### config.mk
export PLATFORM = sky130hd
export DESIGN_NAME = txser_core
export DESIGN_NICKNAME = d
export VERILOG_FILES = /design/src/rtl/txser_core.sv
export SDC_FILE = /design/constraint.sdc
export NUM_CORES = 1
export LEC_CHECK = 0
export BUFFER_PORTS_ARGS = -buffer_cell sky130_fd_sc_hd__buf_2
export CAP_MARGIN = 20
export CORE_MARGIN = 4
export CORE_UTILIZATION = 40
export CTS_BUF_LIST = sky130_fd_sc_hd__clkbuf_8
export CTS_CLUSTER_DIAMETER = 100
export DETAILED_ROUTE_END_ITERATION = 8
export GPL_ROUTABILITY_DRIVEN = 0
export SETUP_SLACK_MARGIN = 0.2
export SYNTH_ARGS = -nofsm -noshare
export SYNTH_HDL_FRONTEND = slang
export SYNTH_SLANG_ARGS = --single-unit
### constraint.sdc
create_clock -name clk -period 2.15 [get_ports clk]
set_input_delay 0.43 -clock clk [delete_from_list [all_inputs] [get_ports clk]]
set_output_delay 0.43 -clock clk [all_outputs]
set_load 0.1 [all_outputs]
### src/rtl/txser_core.sv
module txser_core #(
  parameter int WORD_W = 10,
  localparam int SLIP_W = $clog2(WORD_W)
) (
  input  logic              clk,
  input  logic              rst,
  input  logic              in_vld,
  input  logic [WORD_W-1:0] in_word,
  input  logic              cfg_rev,
  input  logic              cfg_flip,
  input  logic [SLIP_W-1:0] cfg_slip,
  output logic              tx_take,
  output logic [1:0]        ser_out
);
  localparam int HALF = WORD_W / 2;
  localparam int PH_W = $clog2(HALF);

  logic              run;
  logic [PH_W-1:0]   ph;
  logic [WORD_W-1:0] shreg, prev;
  logic [WORD_W-1:0] flipped, shaped, w_in, win;
  logic [SLIP_W-1:0] slip_eff;
  logic [SLIP_W:0]   sh_amt;
  logic [2*WORD_W-1:0] cat_sh;
  logic              ld;

  always_comb begin
    flipped = in_word;
    if (cfg_flip)
      for (int i = 0; i < 8; i++)
        if (i < WORD_W) flipped[i] = in_word[7-i];
    shaped = flipped;
    if (cfg_rev)
      for (int i = 0; i < WORD_W; i++) shaped[i] = flipped[WORD_W-1-i];
  end

  assign w_in     = in_vld ? shaped : '0;
  assign slip_eff = (cfg_slip > SLIP_W'(WORD_W-1)) ? SLIP_W'(WORD_W-1) : cfg_slip;
  assign sh_amt   = (SLIP_W+1)'(WORD_W) - {1'b0, slip_eff};
  assign cat_sh   = {w_in, prev} >> sh_amt;
  assign win      = cat_sh[WORD_W-1:0];

  assign tx_take = run ? (ph == PH_W'(HALF-1)) : 1'b1;
  assign ld      = run ? tx_take : in_vld;
  assign ser_out = {shreg[0], shreg[1]};

  always_ff @(posedge clk) begin
    if (rst) begin
      run   <= 1'b0;
      ph    <= '0;
      shreg <= '0;
      prev  <= '0;
    end else if (ld) begin
      run   <= 1'b1;
      ph    <= '0;
      shreg <= win;
      prev  <= w_in;
    end else if (run) begin
      ph    <= ph + 1'b1;
      shreg <= shreg >> 2;
    end
  end
endmodule

* After elaboration in Yosys (flattened, before gate mapping)
Cells that the tools add are included.
** Storage, ports and cells
- Bits in registers :: 24
- Input port bits :: 19
** Cells by class
- Order comparisons :: 1
- Reduce and logical (&&, ||, !) cells :: 2
- Shift-type cells :: 1
- Muxes and demuxes :: 8
- Eq/ne operators :: 1
- Add/subtract/negate cells :: 2
** Operator list (number)
- two-way mux 10 bit :: 4
- >> shifter 20 x 5 -> 10 bit :: 1
- two-way mux 8 bit :: 1
- subtractor 4 x 4 -> 5 bit, first input constant :: 1
- greater-than comparator 4 bit, second input constant :: 1
- two-way mux 4 bit :: 1
- adder 3 x 1 -> 3 bit, second input constant :: 1
- == test 3 bit, second input constant :: 1
- two-way mux 1 bit :: 2
- nonzero test 2 bit :: 1
- OR reduction 2 bit :: 1

* Logic depth before layout (Yosys ltp)
Gate-level depths: netlist of run 1.
- Depth after elaboration :: 5
- Gate-level depth with buffers :: 9
- Gate-level depth less buffers :: 8

* Least setup slack after synthesis of run 1
Ideal clock, no wire load.
- Kind :: register -> register
- From :: reg run
- To :: reg shreg[5]
- Library setup time :: 0.103 ns
- Slack :: -0.268 ns
- Cell stages (with the launch flop) :: 8
- Arrival :: 2.314 ns
- Path through :: dfxtp_1 clkbuf_1 a21boi_0 inv_1 mux2_2 nor2_1 o41a_1 a2111oi_2
** Between the ends
- Cells in the longest elaborated chain, start to end :: 3
- Elaborated cells between the ends (all ways) :: 4
- Classes of those cells :: mux: 3; reduce/logical: 1
** Ends and longest elaborated chain
- from (decl) :: RTL line 18 : logic run;
- from (signal assigned) :: RTL line 49 : run <= 1'b0;
- from (signal assigned) :: RTL line 54 : run <= 1'b1;
- two-way mux 1 bit (*) :: RTL line 43 : assign tx_take = run ? (ph == PH_W'(HALF-1)) : 1'b1;
- via tx_take :: RTL line 12 : output logic tx_take,
- two-way mux 1 bit (*) :: RTL line 44 : assign ld = run ? tx_take : in_vld;
- two-way mux 10 bit / nonzero test 2 bit (equally long branches)
- to (signal assigned) :: RTL line 56 : shreg <= win;
- to (signal assigned) :: RTL line 60 : shreg <= shreg >> 2;
- to (decl) :: RTL line 20 : logic [WORD_W-1:0] shreg, prev;
Mark *: on every way through the listed nets, which the timed path passes. The rest lies on a longest branch.
A chain may end at the register's enable or synchronous reset.

* Worst setup path after layout of run 1
- From :: in cfg_slip[0]
- To :: reg shreg[4]
** Between the ends
- Cells in the longest elaborated chain, start to end :: 5
** Ends and longest elaborated chain
- from (decl) :: RTL line 11 : input logic [SLIP_W-1:0] cfg_slip,
- greater-than comparator 4 bit :: RTL line 38 : assign slip_eff = (cfg_slip > SLIP_W'(WORD_W-1)) ? SLIP_W'(WORD_W-1) : cfg_slip;
- two-way mux 4 bit (*) :: RTL line 38
- subtractor 4 x 4 -> 5 bit (*) :: RTL line 39 : assign sh_amt = (SLIP_W+1)'(WORD_W) - {1'b0, slip_eff};
- >> shifter 20 x 5 -> 10 bit (*) :: RTL line 40 : assign cat_sh = {w_in, prev} >> sh_amt;
- two-way mux 10 bit (*) :: RTL line 53 : end else if (ld) begin
Every way passes the cells marked *; elsewhere a longest branch is shown, timed or not.

==> results_dict.tcl, run 1 <==
set metrics [dict create \
    num_rows 27 \
    synth-seq-cells 24 \
    initial_core_util 0.411 \
    crit_end "shreg[4]" \
    setup_violations 0 \
    post-route-period-util 0.898 \
    yosysTopAreaCell "dfxtp_1" \
    crit_required_ps 2310 \
    wl_met1_mm 3.31 \
    synth_fa_ha_area_frac 0.0110 \
    cp.depth 7 \
    pre_cts_ws_ps -96.0 \
    drc 0 \
    path_cells "buf_2, nor2b_2, o31ai_4, mux2_4, a221oi_2, a21oi_1, o211a_1" \
    areaGrowthSynthToFinish_pct 28.7 \
    vias 2514 \
    synth-edff-count 0 \
    yosys.area_share.simple 0.230 \
    synthDistinctLibCells 60 \
    crit_type "in2reg" \
    final_antenna_net_count 0 \
    grt.overflow.total 0 \
    fill_cells 539 \
    max_cap_violations 0 \
    final_area_um2 2920 \
    syn_area_per_cell_um2 7.50 \
    synth.most_common_cell "nor2_1" \
    grt_pass1_wl_mm 11.4 \
    cts_hold_buffers 0 \
    grt_pass1_vias 2351 \
    clkLatencyLatePin_ps 260 \
    viasPerCell 5.89 \
    grt_usage 0.199 \
    r2r_start "ph[0]" \
    rsz0062_at_grt "yes" \
    seq_area_um2 480 \
    rr_endpoint "shreg[7]" \
    portBuffers 21 \
    async_flop_share 0 \
    synth_compound_area_frac 0.316 \
    grt_antenna_before_repair 0 \
    htree_levels 1 \
    cts_buffers 3 \
    dieArea_um2 6930 \
    worst_pin_slew_ps 506 \
    grt_max_degree 26 \
    wl_mm 7.11 \
    synth_fp_nets 323 \
    fp.dieW_um 83.2 \
    tritoncts "yes" \
    synth_top_area_frac 0.212 \
    final_layout_size_suffix_gt1_frac 0.321 \
    core_um2 5510 \
    synth-xor-area-share 0.0116 \
    outcome "finished clean" \
    synthMuxAreaShare 0.146 \
    antenna_cells 0 \
    die_y_um 83.2 \
    multiInputGateArea_um2 1730 \
    period_needed_ps 1930 \
    syn-cell-area_um2 2260 \
    drtIter0Drc 219 \
    fmaxAchievable_ghz 0.518 \
    worst-path-buf-inv 1 \
    pwr_density_cell_nw_per_um2 478 \
    dr_wl_met3_um 424 \
    arrival_ps 2090 \
    worstHoldPathType "reg2reg" \
    p_leak_nw 1.22 \
    vdd_drop_max_mv 0.235 \
    rr_worst_depth 8 \
    crit_fanout 6 \
    syn_inst 302 \
    io_pins 22 \
    dr.pass1.iters 5 \
    cts_root_buf "clkbuf_8" \
    synth_top_family_by_area "compound AO/OA/AOI/OAI gates" \
    detailed_place_hpwl_mm 5.52 \
    highest_layer "met4" \
    finalClockSkew_ps 2.44 \
    synth_flop_cell "dfxtp_1" \
    critPathSlowestCell "o31ai_4" \
    maxSlewViolCount 0 \
    crit_path_start "cfg_slip[0]" \
    nets 378 \
    ys_seq_area_frac 0.212 \
    crit_path_max_incr_delay_ps 390 \
    path_clk_slew_ps 80 \
    netlist_top_cells_area "dfxtp_1 (21%), mux2i_1 (11%), nor2_1 (6.5%)" \
    crit_family "compound AO/OA/AOI/OAI gates" \
    cts_sinks 24 \
    start_kind "primary input" \
    hold_viol_final 0 \
    fin_ws_ps 219 \
    met2_length_mm 3.33 \
    clockBufferDepth 2 \
    slew_headroom 0.658 \
    placed_area_um2 2760 \
    endpoint_kind "flop" \
    wire_per_inst_um 16.7 \
    yosys-top-cells-count "nor2_1 (39), nand2_1 (26), dfxtp_1 (24), mux2i_1 (24), a21oi_1 (18)" \
    r2r_slack_ps 390 \
    yosys_warnings 0 \
]
[state kept, by name, summed over array words and instances, names as in the netlist]
| name | flops |
|---|---|
| prev | 10 |
| ph | 3 |
| shreg | 10 |
| run | 1 |
[layer usage]
layer | track usage | vias up
met5 | 0 | -
met4 | 0.0475 | 0
met3 | 0.0248 | 6
met2 | 0.322 | 92
met1 | 0.281 | 1194
li1 | - | 1222
[worst min-delay path, delay by kind of cell (launching register included)]
kind            cells  cell delay [ps]
flops               1              340
compound gates      1               60
simple gates        1               50
[cell families after synthesis]
family	after synthesis
and+or+nand+nor	111
xor gates and xnor gates	3
adders and majority gates	2
muxes	32
AOI/OAI and AO/OA	95
DFF	24
buffers and inverters	35
[stage by stage]
| stage | std cells | hold WS (ps) | setup TNS, ps | util | power [W] |
|---|---|---|---|---|---|
| after floorplan | 302 | 425 | 0 | - | 0.000899 |
| after global placement | 422 | 442 | -86.2 | 0.502 | 0.00109 |
| after detailed placement | 422 | 454 | -269 | 0.502 | 0.00109 |
| after CTS | 425 | 475 | 0 | 0.512 | 0.00137 |
| after global routing | 427 | 519 | 0 | 0.529 | 0.00148 |
| final | 427 | 473 | 0 | 0.529 | 0.00139 |
[worst min path at each step]
stage,start,end,slack [ps],cells after the start
2_1_floorplan,shreg[2],shreg[2],430,2
3_3_place_gp,shreg[2],shreg[2],440,2
3_5_place_dp,shreg[2],shreg[2],450,2
4_1_cts,shreg[2],shreg[2],480,2
5_1_grt,shreg[2],shreg[2],520,2
6_report,shreg[2],shreg[2],470,2
[cell usage in the layout, fill, tap and decap left out, types with 5 or more instances in the layout]
master / instances
a21oi_1: 16
buf_4: 53
nor2_1: 39
inv_1: 10
nor3_1: 12
nand2b_1: 6
mux2i_1: 22
nand2_1: 26
dfxtp_1: 24
mux2_2: 6
o211ai_1: 5
buf_2: 17
a211oi_1: 6
o21ai_0: 12
[area by class of cell]
cell class                      count  area share
Clock buffer                        3      0.0142
Sequential cell                    24       0.165
Timing Repair Buffer               74       0.182
Multi-Input combinational cell    243       0.594
Inverter                           11      0.0142
Tap cell                           72      0.0309
[where the power goes]
group / switching [W] / internal, W / total (W)
registers: 0.0000332 / 0.000479 / 0.000512
logic: 0.000339 / 0.000277 / 0.000616
clock network: 0.000140 / 0.000125 / 0.000266
total: 0.000513 / 0.000881 / 0.00139
[what timing repair did]
| item | in CTS | in global routing |
|---|---|---|
| resized for setup | 4 | 20 |
| pin swaps | 0 | 10 |
| buffers inserted | 0 | 2 |
| gates cloned | 0 | 0 |
| setup endpoints to repair | 2 | 9 |
Note: power is estimated with default switching activity, not from simulation.
==> inputs of run 2 (changes only) <==
SETUP_SLACK_MARGIN = 0.3   (was 0.2)
==> results_dict.tcl, run 2 (synthesized netlist as in run 1, its figures left out) <==
set metrics [dict create \
    grt_pass1_vias 2438 \
    cts_buffers 3 \
    grt_max_degree 26 \
    crit_required_ps 1720 \
    antenna_cells 0 \
    grt_pass1_wl_mm 12.3 \
    max_cap_violations 0 \
    vias 2662 \
    p_leak_nw 1.38 \
    hold_slack_ps 475 \
    tritoncts "yes" \
    finalClockSkew_ps 1.98 \
    cts_hold_buffers 0 \
    rsz0062_at_grt "yes" \
    start_kind "flop" \
    setup_violations 0 \
    dr.pass1.iters 5 \
    htree_levels 1 \
    worst_pin_slew_ps 531 \
    portBuffers 21 \
    crit_fanout 6 \
    hold_viol_final 0 \
    fmaxAchievable_ghz 0.531 \
    largest_registers "prev: 10 flops, shreg: 10 flops, ph: 3 flops" \
    io_pins 22 \
    detailed_place_hpwl_mm 5.59 \
    path_clk_slew_ps 90 \
    crit_type "reg2out" \
    arrival_ps 1450 \
    dp_cells 418 \
    core_um2 5510 \
    cts_sinks 24 \
    vdd_drop_max_mv 0.325 \
    final_common_cell "buf_4" \
    nets 399 \
    worstHoldPathType "reg2reg" \
    cts_root_buf "clkbuf_8" \
    dieArea_um2 6930 \
    wl_mm 7.96 \
    slew_headroom 0.646 \
    outcome "finished clean" \
    die_y_um 83.2 \
    wire_per_inst_um 17.7 \
    grt_antenna_before_repair 0 \
    final_cell_mix "buf_4 (63), nor2_1 (39), nand2_1 (24), dfxtp_1 (21), mux2i_1 (17)" \
    final_cell_count_no_fill 449 \
    endpoint_kind "output pin" \
    areaGrowthSynthToFinish_pct 44.8 \
    grt_usage 0.214 \
    maxSlewViolCount 0 \
    period_needed_ps 1880 \
    initial_core_util 0.411 \
    viasPerCell 5.93 \
    fp.dieW_um 83.2 \
    clkLatencyLatePin_ps 280 \
    num_rows 27 \
    drc 0 \
    drtIter0Drc 300 \
    grt.overflow.total 0 \
    final_layout_size_suffix_gt1_frac 0.411 \
    tns_ps 0 \
    clockBufferDepth 2 \
    final_antenna_net_count 0 \
    post-route-period-util 0.876 \
    pwr_density_cell_nw_per_um2 502 \
]
## run 2: layout make-up
type / count / area, µm²
Tap cell: 72 / 90.1
Clock inverter: 1 / 30.0
Timing Repair Buffer: 95 / 772
Clock buffer: 3 / 41.3
Inverter: 11 / 41.3
Sequential cell: 24 / 484
Fill cell: 512 / 2230
Multi-Input combinational cell: 243 / 1820
## run 2: per-stage QoR
| stage | utilization | instance area [µm²] | worst slack [ps] | power [W] |
|---|---|---|---|---|
| final | 0.596 | 3280 | 267 | 0.00164 |
| after CTS | 0.551 | 3030 | 213 | 0.00155 |
| after global routing | 0.596 | 3280 | 216 | 0.00171 |
| after detailed placement | 0.498 | 2740 | -88.8 | 0.00109 |
| after global placement | 0.498 | 2740 | -53.1 | 0.00109 |
| after floorplan | - | 2330 | 142 | 0.000902 |
## run 2: path summary, 6_finish.rpt
kind	from	endpoint	slack, ps	cells past startpoint
max	ph[0]	tx_take	270	6
min	shreg[2]	shreg[2]	470	2
max reg2reg	ph[0]	shreg[7]	420	8
min reg2reg	shreg[2]	shreg[2]	470	2
## run 2: per-layer routing
metal  up-vias  track usage  part of all wire  routed length [µm]
met5         -            0                 0                   0
met4         0       0.0535             0.025                 195
met3        19       0.0288             0.055                 441
met2       108        0.360              0.49                3880
met1      1266        0.287              0.43                3440
li1       1269            -                 -                   -
## run 2: report_power, final
part / leakage, nW / internal [W] / total (W) / switching [W]
clock: 0.0357 / 0.000250 / 0.000413 / 0.000163
combinational: 1.15 / 0.000340 / 0.000719 / 0.000379
sequential: 0.199 / 0.000479 / 0.000513 / 0.0000335
total: 1.38 / 0.00107 / 0.00164 / 0.000576
## run 2: critical path, cell delays in order (launching register included)
cell and delay, ps:
dfxtp_2 350, inv_1 40, ha_1 210, a21boi_2 180, buf_6 140, inv_2 70
buf_8 180
## run 2: repair_timing
item,4_1_cts,5_1_grt
endpoints found under the setup margin,10,11
pin swaps,12,18
setup buffers,15,12
gates resized for setup,30,44
==> inputs of run 3 (changes only) <==
PLACE_DENSITY = 0.69   (was default)
==> results_dict.tcl, run 3 (synthesized netlist as in run 1, its figures left out) <==
set metrics [dict create \
    power_frac_comb 0.414 \
    dr.pass1.iters 5 \
    areaGrowthSynthToFinish_pct 34.9 \
    initial_core_util 0.411 \
    nets 378 \
    crit_required_ps 2380 \
    internal_power_w 0.00102 \
    highest_layer "met4" \
    drc 0 \
    cts_buffers 3 \
    crit_fanout 5 \
    htree_levels 1 \
    io_pins 22 \
    cts_sinks 24 \
    final_cell_mix "buf_4 (50), nor2_1 (39), nand2_1 (24), dfxtp_1 (21), mux2i_1 (18)" \
    arrival_ps 2130 \
    portBuffers 21 \
    crit_path_start "cfg_slip[2]" \
    fp.dieW_um 83.2 \
    pwr_density_cell_nw_per_um2 517 \
    die_y_um 83.2 \
    wl_mm 7.70 \
    path_cells "buf_8, o21a_4, nor2_4, buf_4, mux2i_2, mux2i_1, a2111oi_2, a22o_1" \
    final_common_cell "buf_4" \
    final_antenna_net_count 0 \
    dieArea_um2 6930 \
    max_cap_violations 0 \
    power_switching_w 0.000557 \
    grt_pass1_vias 2337 \
    vias 2654 \
    cts_hold_buffers 0 \
    crit_type "in2reg" \
    grt_antenna_before_repair 0 \
    viasPerCell 6.20 \
    core_um2 5510 \
    grt_usage 0.211 \
    critPathSlowestCell "a2111oi_2" \
    cts_root_buf "clkbuf_8" \
    tritoncts "yes" \
    clockBufferDepth 2 \
    worstHoldPathType "reg2reg" \
    finalClockSkew_ps 1.08 \
    power_frac_clock 0.261 \
    p_leak_nw 1.26 \
    antenna_cells 0 \
    maxSlewViolCount 0 \
    slew_headroom 0.650 \
    num_rows 27 \
    vdd_drop_max_mv 0.267 \
    hold_viol_final 0 \
    dr_wl_met3_um 591 \
    wire_per_inst_um 18.0 \
    hold_depth 2 \
    drtIter0Drc 291 \
    start_kind "primary input" \
    grt_max_degree 26 \
    finalPower_w 0.00158 \
    grt.overflow.total 0 \
    hold_start "shreg[2]" \
    largest_registers "prev: 10 flops, shreg: 10 flops, ph: 3 flops" \
    grt_pass1_wl_mm 12.1 \
    outcome "finished clean" \
    worst_pin_slew_ps 523 \
    path_clk_slew_ps 90 \
    met2_length_mm 3.69 \
    sw_frac_of_total 0.353 \
    final_layout_size_suffix_gt1_frac 0.365 \
    r2r_start "ph[0]" \
    post-route-period-util 0.885 \
    seqPwrFrac 0.326 \
    crit_path_max_incr_delay_ps 370 \
    clkLatencyLatePin_ps 280 \
    endpoint_kind "flop" \
    rsz0062_at_grt "yes" \
    fill_cells 513 \
    detailed_place_hpwl_mm 5.54 \
    cp.depth 8 \
    post-route-util 0.555 \
    fmaxAchievable_ghz 0.525 \
    period_needed_ps 1900 \
    setup_violations 0 \
    wl_met1_mm 3.19 \
    rr_worst_depth 8 \
    crit_family "compound AO/OA/AOI/OAI gates" \
    worst-path-buf-inv 2 \
]
[run 3: worst min-delay path, stage by stage (launching register included)]
cell,delay [ps]
dfxtp_1,330
nand2_1,50
o21ai_0,60
[run 3: repair_timing]
| item | CTS | global route |
|---|---|---|
| setup buffers | 2 | 7 |
| endpoints found under the setup margin | 11 | 11 |
| resized for setup | 14 | 45 |
| pin swaps | 3 | 10 |
[run 3: stage by stage]
stage	cell area [µm²]	setup TNS (ps)	cells	setup WS (ps)	hold slack (ps)
after floorplan	2330	0	302	142	425
after global placement	2720	-80.9	415	-36.3	453
after detailed placement	2720	-511	415	-126	455
after CTS	2860	0	421	272	477
after global routing	3060	0	428	175	523
final	3060	0	428	246	477
[run 3: power by group through the flow]
| stage | clock network [W] | logic (W) | registers (W) |
|---|---|---|---|
| CTS | 0.000410 | 0.000586 | 0.000511 |
| detailed placement | 0 | 0.000562 | 0.000521 |
| floorplan | 0 | 0.000395 | 0.000507 |
| finish | 0.000412 | 0.000654 | 0.000514 |
| global placement | 0 | 0.000555 | 0.000520 |
| global route | 0.000431 | 0.000697 | 0.000517 |
[run 3: per-layer routing]
metal	up-vias	global-route usage
li1	1232	-
met1	1256	0.285
met2	143	0.348
met3	23	0.0238
met4	0	0.0728
met5	-	0
[run 3: path summary, 6_finish.rpt]
path,slack (ps),to
hold reg to reg,480,shreg[2]
hold / removal,480,shreg[2]
setup reg to reg,380,shreg[7]
setup / recovery,250,shreg[8]
[run 3: final cells by class]
type | count | area [µm²] | share of cell area
Tap cell | 72 | 90.1 | 0.0295
Sequential cell | 24 | 484 | 0.158
Multi-Input combinational cell | 243 | 1790 | 0.586
Clock inverter | 1 | 30.0 | 0.00983
Inverter | 11 | 41.3 | 0.0135
Clock buffer | 3 | 41.3 | 0.0135
Timing Repair Buffer | 74 | 578 | 0.189
